File: config.mk
export PLATFORM = sky130hd
export DESIGN_NAME = hazardUnit
export DESIGN_NICKNAME = d
export VERILOG_FILES = /design/src/rtl/hazPkg.sv /design/src/rtl/srcMatch.sv /design/src/rtl/fwdPath.sv /design/src/rtl/hazCtl.sv /design/src/rtl/hazardUnit.sv
export SDC_FILE = /design/constraint.sdc
export NUM_CORES = 1
export LEC_CHECK = 0
export CAP_MARGIN = 5
export CORE_AREA = 2 2 39 41
export DETAILED_ROUTE_END_ITERATION = 6
export DIE_AREA = 0 0 41 43
export DONT_BUFFER_PORTS = 1
export PLACE_DENSITY = 0.48
export SLEW_MARGIN = 20
export SYNTH_ARGS = -nofsm -noshare
export SYNTH_HDL_FRONTEND = slang
export SYNTH_HIERARCHICAL = 1
export SYNTH_SLANG_ARGS = --single-unit
File: constraint.sdc
create_clock -name vclk -period 4.5
set_input_delay 0.9 -clock vclk [all_inputs]
set_output_delay 0.9 -clock vclk [all_outputs]
set_load 0.05 [all_outputs]
File: src/rtl/hazPkg.sv
package hazPkg;

  typedef enum logic [1:0] {
    SEL_RF  = 2'b00,
    SEL_WB  = 2'b01,
    SEL_MEM = 2'b10
  } fwdSel_e;

  typedef struct packed {
    logic stallFront;
    logic bubbleEx;
    logic flushFront;
  } ctlStrobe_t;

endpackage

File: src/rtl/srcMatch.sv
module srcMatch #(
  parameter int AW      = 5,
  parameter int NUM_SRC = 2
) (
  input  logic [NUM_SRC-1:0][AW-1:0] srcRegs,
  input  logic [AW-1:0]              prodRd,
  input  logic                       prodWrite,
  output logic [NUM_SRC-1:0]         hit
);
  logic prodLive;
  assign prodLive = prodWrite && (prodRd != '0);

  for (genvar s = 0; s < NUM_SRC; s++) begin : gSrc
    assign hit[s] = prodLive && (srcRegs[s] == prodRd);
  end
endmodule

File: src/rtl/fwdPath.sv
module fwdPath
  import hazPkg::*;
#(
  parameter int AW       = 5,
  parameter int NUM_SRC  = 2,
  parameter bit FULL_FWD = 1'b1
) (
  input  logic [NUM_SRC-1:0][AW-1:0] exRs,
  input  logic [AW-1:0]              memRd,
  input  logic                       memRegWrite,
  input  logic [AW-1:0]              wbRd,
  input  logic                       wbRegWrite,
  output fwdSel_e [NUM_SRC-1:0]      fwdSel
);
  logic [NUM_SRC-1:0] memHit;
  logic [NUM_SRC-1:0] wbHit;

  srcMatch #(.AW(AW), .NUM_SRC(NUM_SRC)) uMemCmp (
    .srcRegs(exRs), .prodRd(memRd), .prodWrite(memRegWrite), .hit(memHit)
  );
  srcMatch #(.AW(AW), .NUM_SRC(NUM_SRC)) uWbCmp (
    .srcRegs(exRs), .prodRd(wbRd), .prodWrite(wbRegWrite), .hit(wbHit)
  );

  for (genvar s = 0; s < NUM_SRC; s++) begin : gOp
    fwdSel_e pick;
    // younger stage first
    always_comb begin
      if (memHit[s])     pick = SEL_MEM;
      else if (wbHit[s]) pick = SEL_WB;
      else               pick = SEL_RF;
    end
    assign fwdSel[s] = FULL_FWD ? pick : SEL_RF;

    always_comb begin
      if (exRs[s] == '0) begin
        assert_zero_no_fwd_R4: assert (fwdSel[s] == SEL_RF)
          else $error("register 0 bypassed");
      end
      assert_sel_code_R3: assert (fwdSel[s] != fwdSel_e'(2'b11))
        else $error("illegal bypass code");
    end
  end
endmodule

File: src/rtl/hazCtl.sv
module hazCtl
  import hazPkg::*;
#(
  parameter int AW       = 5,
  parameter int NUM_SRC  = 2,
  parameter bit FULL_FWD = 1'b1
) (
  input  logic [NUM_SRC-1:0][AW-1:0] idRs,
  input  logic [AW-1:0]              exRd,
  input  logic                       exRegWrite,
  input  logic                       exMemRead,
  input  logic [AW-1:0]              memRd,
  input  logic                       memRegWrite,
  input  logic                       ctlUnresolved,
  output ctlStrobe_t                 strobe
);
  logic [NUM_SRC-1:0] exHit;
  logic [NUM_SRC-1:0] memHit;
  logic loadUse;
  logic anyInFlight;
  logic holdNeed;

  srcMatch #(.AW(AW), .NUM_SRC(NUM_SRC)) uExCmp (
    .srcRegs(idRs), .prodRd(exRd), .prodWrite(exRegWrite), .hit(exHit)
  );
  srcMatch #(.AW(AW), .NUM_SRC(NUM_SRC)) uMemCmp (
    .srcRegs(idRs), .prodRd(memRd), .prodWrite(memRegWrite), .hit(memHit)
  );

  assign loadUse     = exMemRead && (|exHit);
  assign anyInFlight = (|exHit) || (|memHit);
  assign holdNeed    = FULL_FWD ? loadUse : anyInFlight;

  // a pending redirect kills the decode instruction, so no hold is needed
  assign strobe.flushFront = ctlUnresolved;
  assign strobe.stallFront = holdNeed && !ctlUnresolved;
  assign strobe.bubbleEx   = holdNeed || ctlUnresolved;

  always_comb begin
    if (strobe.stallFront) begin
      assert_stall_bubble_R10: assert (strobe.bubbleEx)
        else $error("hold without bubble");
    end
    if (ctlUnresolved) begin
      assert_flush_wins_R9: assert (!strobe.stallFront && strobe.bubbleEx && strobe.flushFront)
        else $error("redirect strobes wrong");
    end
    if (exMemRead && exRegWrite && exRd != '0 && !ctlUnresolved &&
        (idRs[0] == exRd || idRs[NUM_SRC-1] == exRd)) begin
      assert_load_use_R5: assert (strobe.stallFront)
        else $error("load-use not held");
    end
  end
endmodule

File: src/rtl/hazardUnit.sv
module hazardUnit
  import hazPkg::*;
#(
  parameter int AW       = 5,
  parameter bit FULL_FWD = 1'b1
) (
  input  logic [AW-1:0] idRs1,
  input  logic [AW-1:0] idRs2,
  input  logic [AW-1:0] exRs1,
  input  logic [AW-1:0] exRs2,
  input  logic [AW-1:0] exRd,
  input  logic          exRegWrite,
  input  logic          exMemRead,
  input  logic [AW-1:0] memRd,
  input  logic          memRegWrite,
  input  logic [AW-1:0] wbRd,
  input  logic          wbRegWrite,
  input  logic          ctlUnresolved,
  output logic [1:0]    fwdSelA,
  output logic [1:0]    fwdSelB,
  output logic          stallFront,
  output logic          bubbleEx,
  output logic          flushFront
);
  localparam int NUM_SRC = 2;

  logic [NUM_SRC-1:0][AW-1:0] idRsVec;
  logic [NUM_SRC-1:0][AW-1:0] exRsVec;
  fwdSel_e [NUM_SRC-1:0]      selVec;
  ctlStrobe_t                 strobe;

  assign idRsVec = {idRs2, idRs1};
  assign exRsVec = {exRs2, exRs1};

  fwdPath #(.AW(AW), .NUM_SRC(NUM_SRC), .FULL_FWD(FULL_FWD)) uPath (
    .exRs(exRsVec), .memRd(memRd), .memRegWrite(memRegWrite),
    .wbRd(wbRd), .wbRegWrite(wbRegWrite), .fwdSel(selVec)
  );

  hazCtl #(.AW(AW), .NUM_SRC(NUM_SRC), .FULL_FWD(FULL_FWD)) uCtl (
    .idRs(idRsVec), .exRd(exRd), .exRegWrite(exRegWrite), .exMemRead(exMemRead),
    .memRd(memRd), .memRegWrite(memRegWrite), .ctlUnresolved(ctlUnresolved),
    .strobe(strobe)
  );

  assign fwdSelA    = selVec[0];
  assign fwdSelB    = selVec[1];
  assign stallFront = strobe.stallFront;
  assign bubbleEx   = strobe.bubbleEx;
  assign flushFront = strobe.flushFront;

  always_comb begin
    if (!FULL_FWD) begin
      assert_nofwd_sel_R7: assert (fwdSelA == 2'b00 && fwdSelB == 2'b00)
        else $error("bypass in no-forwarding mode");
    end
  end
endmodule

== Word-level counts from Yosys, hierarchy flattened ==
Cells that the tools add are included.
W data, S select, Z words.

* Multiplexer cells: 4
* Equality and inequality tests: 6
* Reductions and logical operators: 17

{| class="wikitable"
|+ Operator list
! cell !! number
|-
| $eq A5 B5 Y1 || 6
|-
| $reduce_bool A5 Y1 || 3
|-
| $logic_and A1 B1 Y1 || 11
|-
| $mux W2 || 2
|-
| $mux W1 || 2
|-
| $reduce_or A2 Y1 || 1
|-
| $logic_not A1 Y1 || 1
|-
| $logic_or A1 B1 Y1 || 1
|}

* Output and inout bits: 7
* Word-level logic and storage cells: 27
* Input bits: 40
* Bits in registers: 0

== Depth between registers and ports, before layout ==
Gate-level depths: netlist of run 1.

* Depth in word-level cells: 6
* Gate-level depth with buffers: 5
* Mapped depth without buffers: 5

== Cells and area by module ==
The synthesis of run 1 kept the hierarchy.

{| class="wikitable"
|+ Modules (own cells, without submodules)
! module !! area an instance (µm²) !! seq. area each (µm²) !! cells an instance !! times used
|-
| srcMatch || 123.9 || 0.0 || 16 || 3
|-
| fwdPath || 27.5 || 0.0 || 2 || 1
|-
| hazCtl || 26.3 || 0.0 || 4 || 1
|}

== Worst setup path before layout of run 1 ==
No wires, ideal clock.

* Path kind: input to output
* Start: input exRs1[3]
* End: output fwdSelA[0]
* Setup slack: 0.498 ns
* Cell stages on the path: 4
* Arrival time: 3.102 ns
* Buffers on the path: 0
* Required time: 3.600 ns
* Cell sequence: xnor2_1 -> nand4_1 -> nor4_1 -> nor2b_4

* Word-level cells in the longest chain between the ends: 4
* Elaborated cells between the ends (all ways): 6
* Classes of those cells: eq/ne (2); mux (2); reduce/logical (2)

{| class="wikitable"
|+ Ends and longest elaborated chain
! item !! RTL line !! text
|-
| from (decl) || hazardUnit.sv:9 || <nowiki>input logic [AW-1:0] exRs1,</nowiki>
|-
| $eq A5 B5 Y1 || srcMatch.sv:14 || <nowiki>assign hit[s] = prodLive && (srcRegs[s] == prodRd);</nowiki>
|-
| $logic_and A1 B1 Y1 || srcMatch.sv:14 ||
|-
| $mux W1 || fwdPath.sv:30 || <nowiki>else if (wbHit[s]) pick = SEL_WB;</nowiki>
|-
| $mux W2 * || fwdPath.sv:29 || <nowiki>if (memHit[s]) pick = SEL_MEM;</nowiki>
|-
| to (decl) || hazardUnit.sv:19 || <nowiki>output logic [1:0] fwdSelA,</nowiki>
|}

Mark *: on every way between the ends. The rest lies on a longest branch, timed or not.

== Final worst setup path of run 1 ==
* Start: input exRd[1]
* End: output stallFront

* Word-level cells in the longest chain between the ends: 6
* Elaborated cells between the ends (all ways): 9
* Classes of those cells: eq/ne (2); reduce/logical (7)

{| class="wikitable"
|+ Ends and longest elaborated chain
! item !! RTL line !! text
|-
| from (decl) || hazardUnit.sv:11 || <nowiki>input logic [AW-1:0] exRd,</nowiki>
|-
| $reduce_bool A5 Y1 || n/a ||
|-
| $logic_and A1 B1 Y1 || srcMatch.sv:11 || <nowiki>assign prodLive = prodWrite && (prodRd != '0);</nowiki>
|-
| $logic_and A1 B1 Y1 * || srcMatch.sv:14 ||
|-
| via uCtl.exHit[1] || hazCtl.sv:17 || <nowiki>logic [NUM_SRC-1:0] exHit;</nowiki>
|-
| $reduce_or A2 Y1 * || hazCtl.sv:30 || <nowiki>assign loadUse = exMemRead && (|exHit);</nowiki>
|-
| $logic_and A1 B1 Y1 * || hazCtl.sv:30 ||
|-
| $logic_and A1 B1 Y1 * || hazCtl.sv:36 || <nowiki>assign strobe.stallFront = holdNeed && !ctlUnresolved;</nowiki>
|-
| to (decl) || hazardUnit.sv:21 || <nowiki>output logic stallFront,</nowiki>
|}

The timed path passes the listed nets; every way through them passes the cells marked *.

==> results of run 1 <==
[final cells by class]
type,count,area (um^2)
multi-input combinational,53,430
fill,158,918
timing repair buffer,2,15.0
tap,16,20.0
[cell families (layout without fill, tap and decap cells)]
group / count (synthesis) / in the layout
xor+xnor: 30 / 30
simple gates: 22 / 22
compound gates: 1 / 1
buf+inv: 1 / 2
[power breakdown]
part	total [W]	internal [W]	switching, W
sequential	0	0	0
clock	0	0	0
combinational	0.0000331	0.0000187	0.0000144
total	0.0000331	0.0000187	0.0000144
[routing by layer]
metal | vias up | global-route usage
li1 | 194 | -
met1 | 165 | 0.0823
met2 | 29 | 0.234
met3 | 0 | 0.0105
met4 | 0 | 0
met5 | - | 0
[Yosys cell counts]
| library cell | n | area (um^2) |
|---|---|---|
| xor2_1 | 12 | 105 |
| nand2b_1 | 1 | 6.26 |
| nor4_1 | 6 | 37.5 |
| nand4_1 | 6 | 37.5 |
| nor2b_4 | 2 | 27.5 |
| nor2_1 | 4 | 15.0 |
| xnor2_1 | 18 | 158 |
| o21ai_2 | 1 | 8.76 |
| buf_4 | 1 | 7.51 |
| or4_1 | 3 | 22.5 |
[stage by stage]
step	utilization	total power [W]	instances
floorplan	-	0.0000320	54
global placement	0.336	0.0000331	71
detailed placement	0.336	0.0000334	71
CTS	0.336	0.0000336	71
global route	0.336	0.0000368	71
finish	0.336	0.0000331	71
[how the worst min path moves through the flow]
stage | slack, ps | from | end | cells past startpoint
floorplan | 1970 | ctlUnresolved | flushFront | 1
global placement | 1800 | ctlUnresolved | flushFront | 0
detailed placement | 1800 | ctlUnresolved | flushFront | 0
CTS | 1800 | ctlUnresolved | flushFront | 0
global route | 1800 | ctlUnresolved | flushFront | 0
finish | 1800 | ctlUnresolved | flushFront | 0
==> flow_summary_export.csv, run 1 <==
group,metric,value,unit
detailed_routing,route.met3.wl,132,um
power,power_density,71.2,mW/mm^2
layout,nClkBuffers,0,
timing,relSlewSlack,0.417,
logic_synthesis,synth_top_family_by_area,"XOR/XNOR gates",
timing,hold_viol_final,0,
worst_setup_path,worstPathRequired,3600,ps
grt,grt_pass1_vias,417,
grt,grt_overflow,0,
worst_setup_path,worst-path-buf-inv,0,
timing,timing.final.crit_period,3080,ps
floorplan,core_area,0.00138,mm^2
placement,place_ws,1400,ps
timing,setup_slack,1420,ps
grt,grt_usage,0.103,
detailed_routing,wl,937,um
logic_synthesis,syn_avg_cell_area,7.88,um^2
timing,timing.fmax,324,MHz
timing,final.period_utilization,0.685,
floorplan,die_h,43,um
placement,gp_congestion,0.633,
logic_synthesis,synth.distinct_cells,10,
floorplan,die_w,41,um
layout,regArea,0,um^2
layout,layout_commonest_cell,"xnor2_1",
floorplan,top_level_ports,47,
layout,final_cell_mix,"18 x xnor2_1, 12 x xor2_1, 6 x nand4_1",
floorplan,die_area,0.00176,mm^2
placement,place_area,465,um^2
power,p_leak,0.132,nW
detailed_routing,antenna_left,0,
logic_synthesis,syn_inst,54,
logic_synthesis,synth.cell_area,425,um^2
timing,tightest_slew,871,ps
clocking,cts_hold_buf,0,
layout,drive_gt1_frac,0.127,
grt,antenna_found_initial,0,
logic_synthesis,ys_warn_count,6,
detailed_routing,vias,388,
worst_setup_path,critPathMaxFanout,3,
layout,antenna_cells,0,
timing,slew_violations,0,
run,max_cap_violations,0,
worst_setup_path,setup.worst_path.start_class,"primary input",
logic_synthesis,synth_nets,94,
timing,holdWs,1800,ps
power,vdd_ir_drop_max,22.6,uV
timing,grt_setup_unrepaired,"no",
worst_setup_path,crit_end,"stallFront",
worst_setup_path,path_depth,5,
detailed_routing,wl_per_cell,13.2,um
logic_synthesis,yosys-mux-area-fraction,0,
floorplan,initial_core_util,0.307,
detailed_routing,post-route-drc-count,0,
detailed_routing,highest_layer,"met3",
worst_setup_path,crit_path_end_kind,"output port",
layout,design_area,465,um^2
layout,nets,97,
clocking,cts_resized,0,
floorplan,rows,14,
logic_synthesis,ys_seq_area_frac,0,
placement,io_buffers,0,
layout,area_growth,9.41,%
worst_setup_path,crit_family,"simple AND/OR/NAND/NOR gates",
worst_setup_path,path_class,"primary input to output port",
worst_setup_path,slowest_delay,670,ps
placement,dp_hpwl,926,um
outcome,status,"complete, no violations",
logic_synthesis,synth-compound-area-share,0.0206,
detailed_routing,vias_per_cell,5.46,
worst_setup_path,arrival,2180,ps
layout,flops_and_latches,0,
worst_setup_path,cp-startpoint,"exRd[1]",
grt,grt_pass1_wl,1370,um
grt,grt_max_degree,4,
detailed_routing,wl_met2,530,um
worst_setup_path,crit_chain,"xnor2_1, nand4_1, nor4_1, o21ai_2, nor2_1",
detailed_routing,wl_met1,273,um
worst_setup_path,crit_slowest_cell,"nor2_1",
logic_synthesis,synthAdderAreaFrac,0,
clocking,cts_setup_buffers,0,
logic_synthesis,synth-xor-area-share,0.618,
detailed_routing,drt_iter0_drc,0,
logic_synthesis,synth_simple_gate_area_share,0.344,
timing,tns,0,ps
detailed_routing,first_pass_iters,1,
hold_path,min_path_type,"primary input to output port",
timing,setup_viol,0,
(Power assumes the default switching activity.)
==> run 2: changes to the inputs <==
PLACE_DENSITY = 0.49   (was 0.48)
clock period = 2.7 ns   (was 4.5 ns; I/O delays follow)
==> flow_summary_export.csv, run 2 (synthesized netlist as in run 1, its figures left out) <==
group,metric,value,unit
outcome,status,"complete, no violations",
detailed_routing,drt_iter0_drc,1,
layout,drive_gt1_frac,0.143,
timing,slew_violations,0,
layout,layout_commonest_cell,"xnor2_1",
worst_setup_path,critPathMaxFanout,3,
run,max_cap_violations,0,
timing,tightest_slew,512,ps
timing,tns,0,ps
clocking,cts_hold_buf,0,
detailed_routing,vias_per_cell,5.28,
timing,timing.final.crit_period,2270,ps
power,p_leak,0.137,nW
detailed_routing,wl_per_cell,14.1,um
detailed_routing,post-route-drc-count,0,
timing,hold_viol_final,0,
timing,timing.fmax,441,MHz
layout,antenna_cells,0,
floorplan,initial_core_util,0.307,
worst_setup_path,crit_family,"simple AND/OR/NAND/NOR gates",
worst_setup_path,setup.worst_path.start_class,"primary input",
timing,final.period_utilization,0.840,
grt,grt_usage,0.114,
worst_setup_path,worstPathRequired,2160,ps
detailed_routing,first_pass_iters,3,
layout,regArea,0,um^2
timing,relSlewSlack,0.660,
timing,setup_viol,0,
worst_setup_path,arrival,1730,ps
layout,nClkBuffers,0,
power,vdd_ir_drop_max,33.6,uV
placement,place_area,473,um^2
worst_setup_path,crit_path_end_kind,"output port",
layout,flops_and_latches,0,
floorplan,die_w,41,um
layout,final_cell_mix,"18 x xnor2_1, 12 x xor2_1, 6 x nand4_1",
placement,io_buffers,0,
floorplan,die_h,43,um
worst_setup_path,crit_slowest_cell,"or4_1",
worst_setup_path,slowest_delay,500,ps
grt,grt_overflow,0,
worst_setup_path,path_class,"primary input to output port",
timing,grt_setup_unrepaired,"no",
clocking,cts_resized,0,
floorplan,top_level_ports,47,
detailed_routing,vias,380,
placement,dp.cells,72,
hold_path,min_path_type,"primary input to output port",
layout,final_cells,72,
worst_setup_path,crit_chain,"or4_1, nor2_1, nor4_1, o21ai_2, nand2b_1",
grt,grt_max_degree,4,
layout,nets,98,
floorplan,die_area,0.00176,mm^2
grt,grt_pass1_wl,1490,um
grt,grt_pass1_vias,387,
clocking,cts_setup_buffers,0,
floorplan,rows,14,
detailed_routing,wl,1020,um
worst_setup_path,worst-path-buf-inv,0,
layout,area_growth,11.2,%
grt,antenna_found_initial,0,
power,power_density,119,mW/mm^2
placement,dp_hpwl,933,um
floorplan,core_area,0.00138,mm^2
placement,gp_congestion,0.692,
detailed_routing,antenna_left,0,
layout,design_area,473,um^2
run 2: changes by cell type in the layout (fill, tap and decap cells not counted):
cell   before  now
buf_4       2    3
run 2: final cells by class:
| cell class | count | area (um^2) |
|---|---|---|
| well taps | 16 | 20.0 |
| multi-input cells | 53 | 430 |
| fillers | 155 | 911 |
| repair buffers | 3 | 22.5 |
run 2: power breakdown:
part	internal (W)	switching (W)	total [W]
Clock	0	0	0
Combinational	0.0000314	0.0000246	0.0000560
Sequential	0	0	0
Total	0.0000314	0.0000246	0.0000560
run 2: final timing paths:
| check | end | slack (ps) | startpoint | cells after the start |
|---|---|---|---|---|
| max | bubbleEx | 430 | exRd[1] | 5 |
| min | flushFront | 1080 | ctlUnresolved | 0 |
run 2: per-layer routing:
layer,up-vias,global-route usage,wire length [um]
met3,0,0.0366,135
met1,165,0.158,401
met2,18,0.178,479
met4,0,0,0
li1,197,-,-
met5,-,0,0
run 2: through the flow:
stage / utilization / setup WS [ps] / total power (W) / hold slack (ps)
after CTS: 0.342 / 425 / 0.0000562 / 1080
after global routing: 0.342 / 327 / 0.0000616 / 1080
after detailed placement: 0.342 / 425 / 0.0000557 / 1080
final: 0.342 / 432 / 0.0000560 / 1080
after floorplan: - / -582 / 0.0000533 / 1250
after global placement: 0.342 / 430 / 0.0000558 / 1080
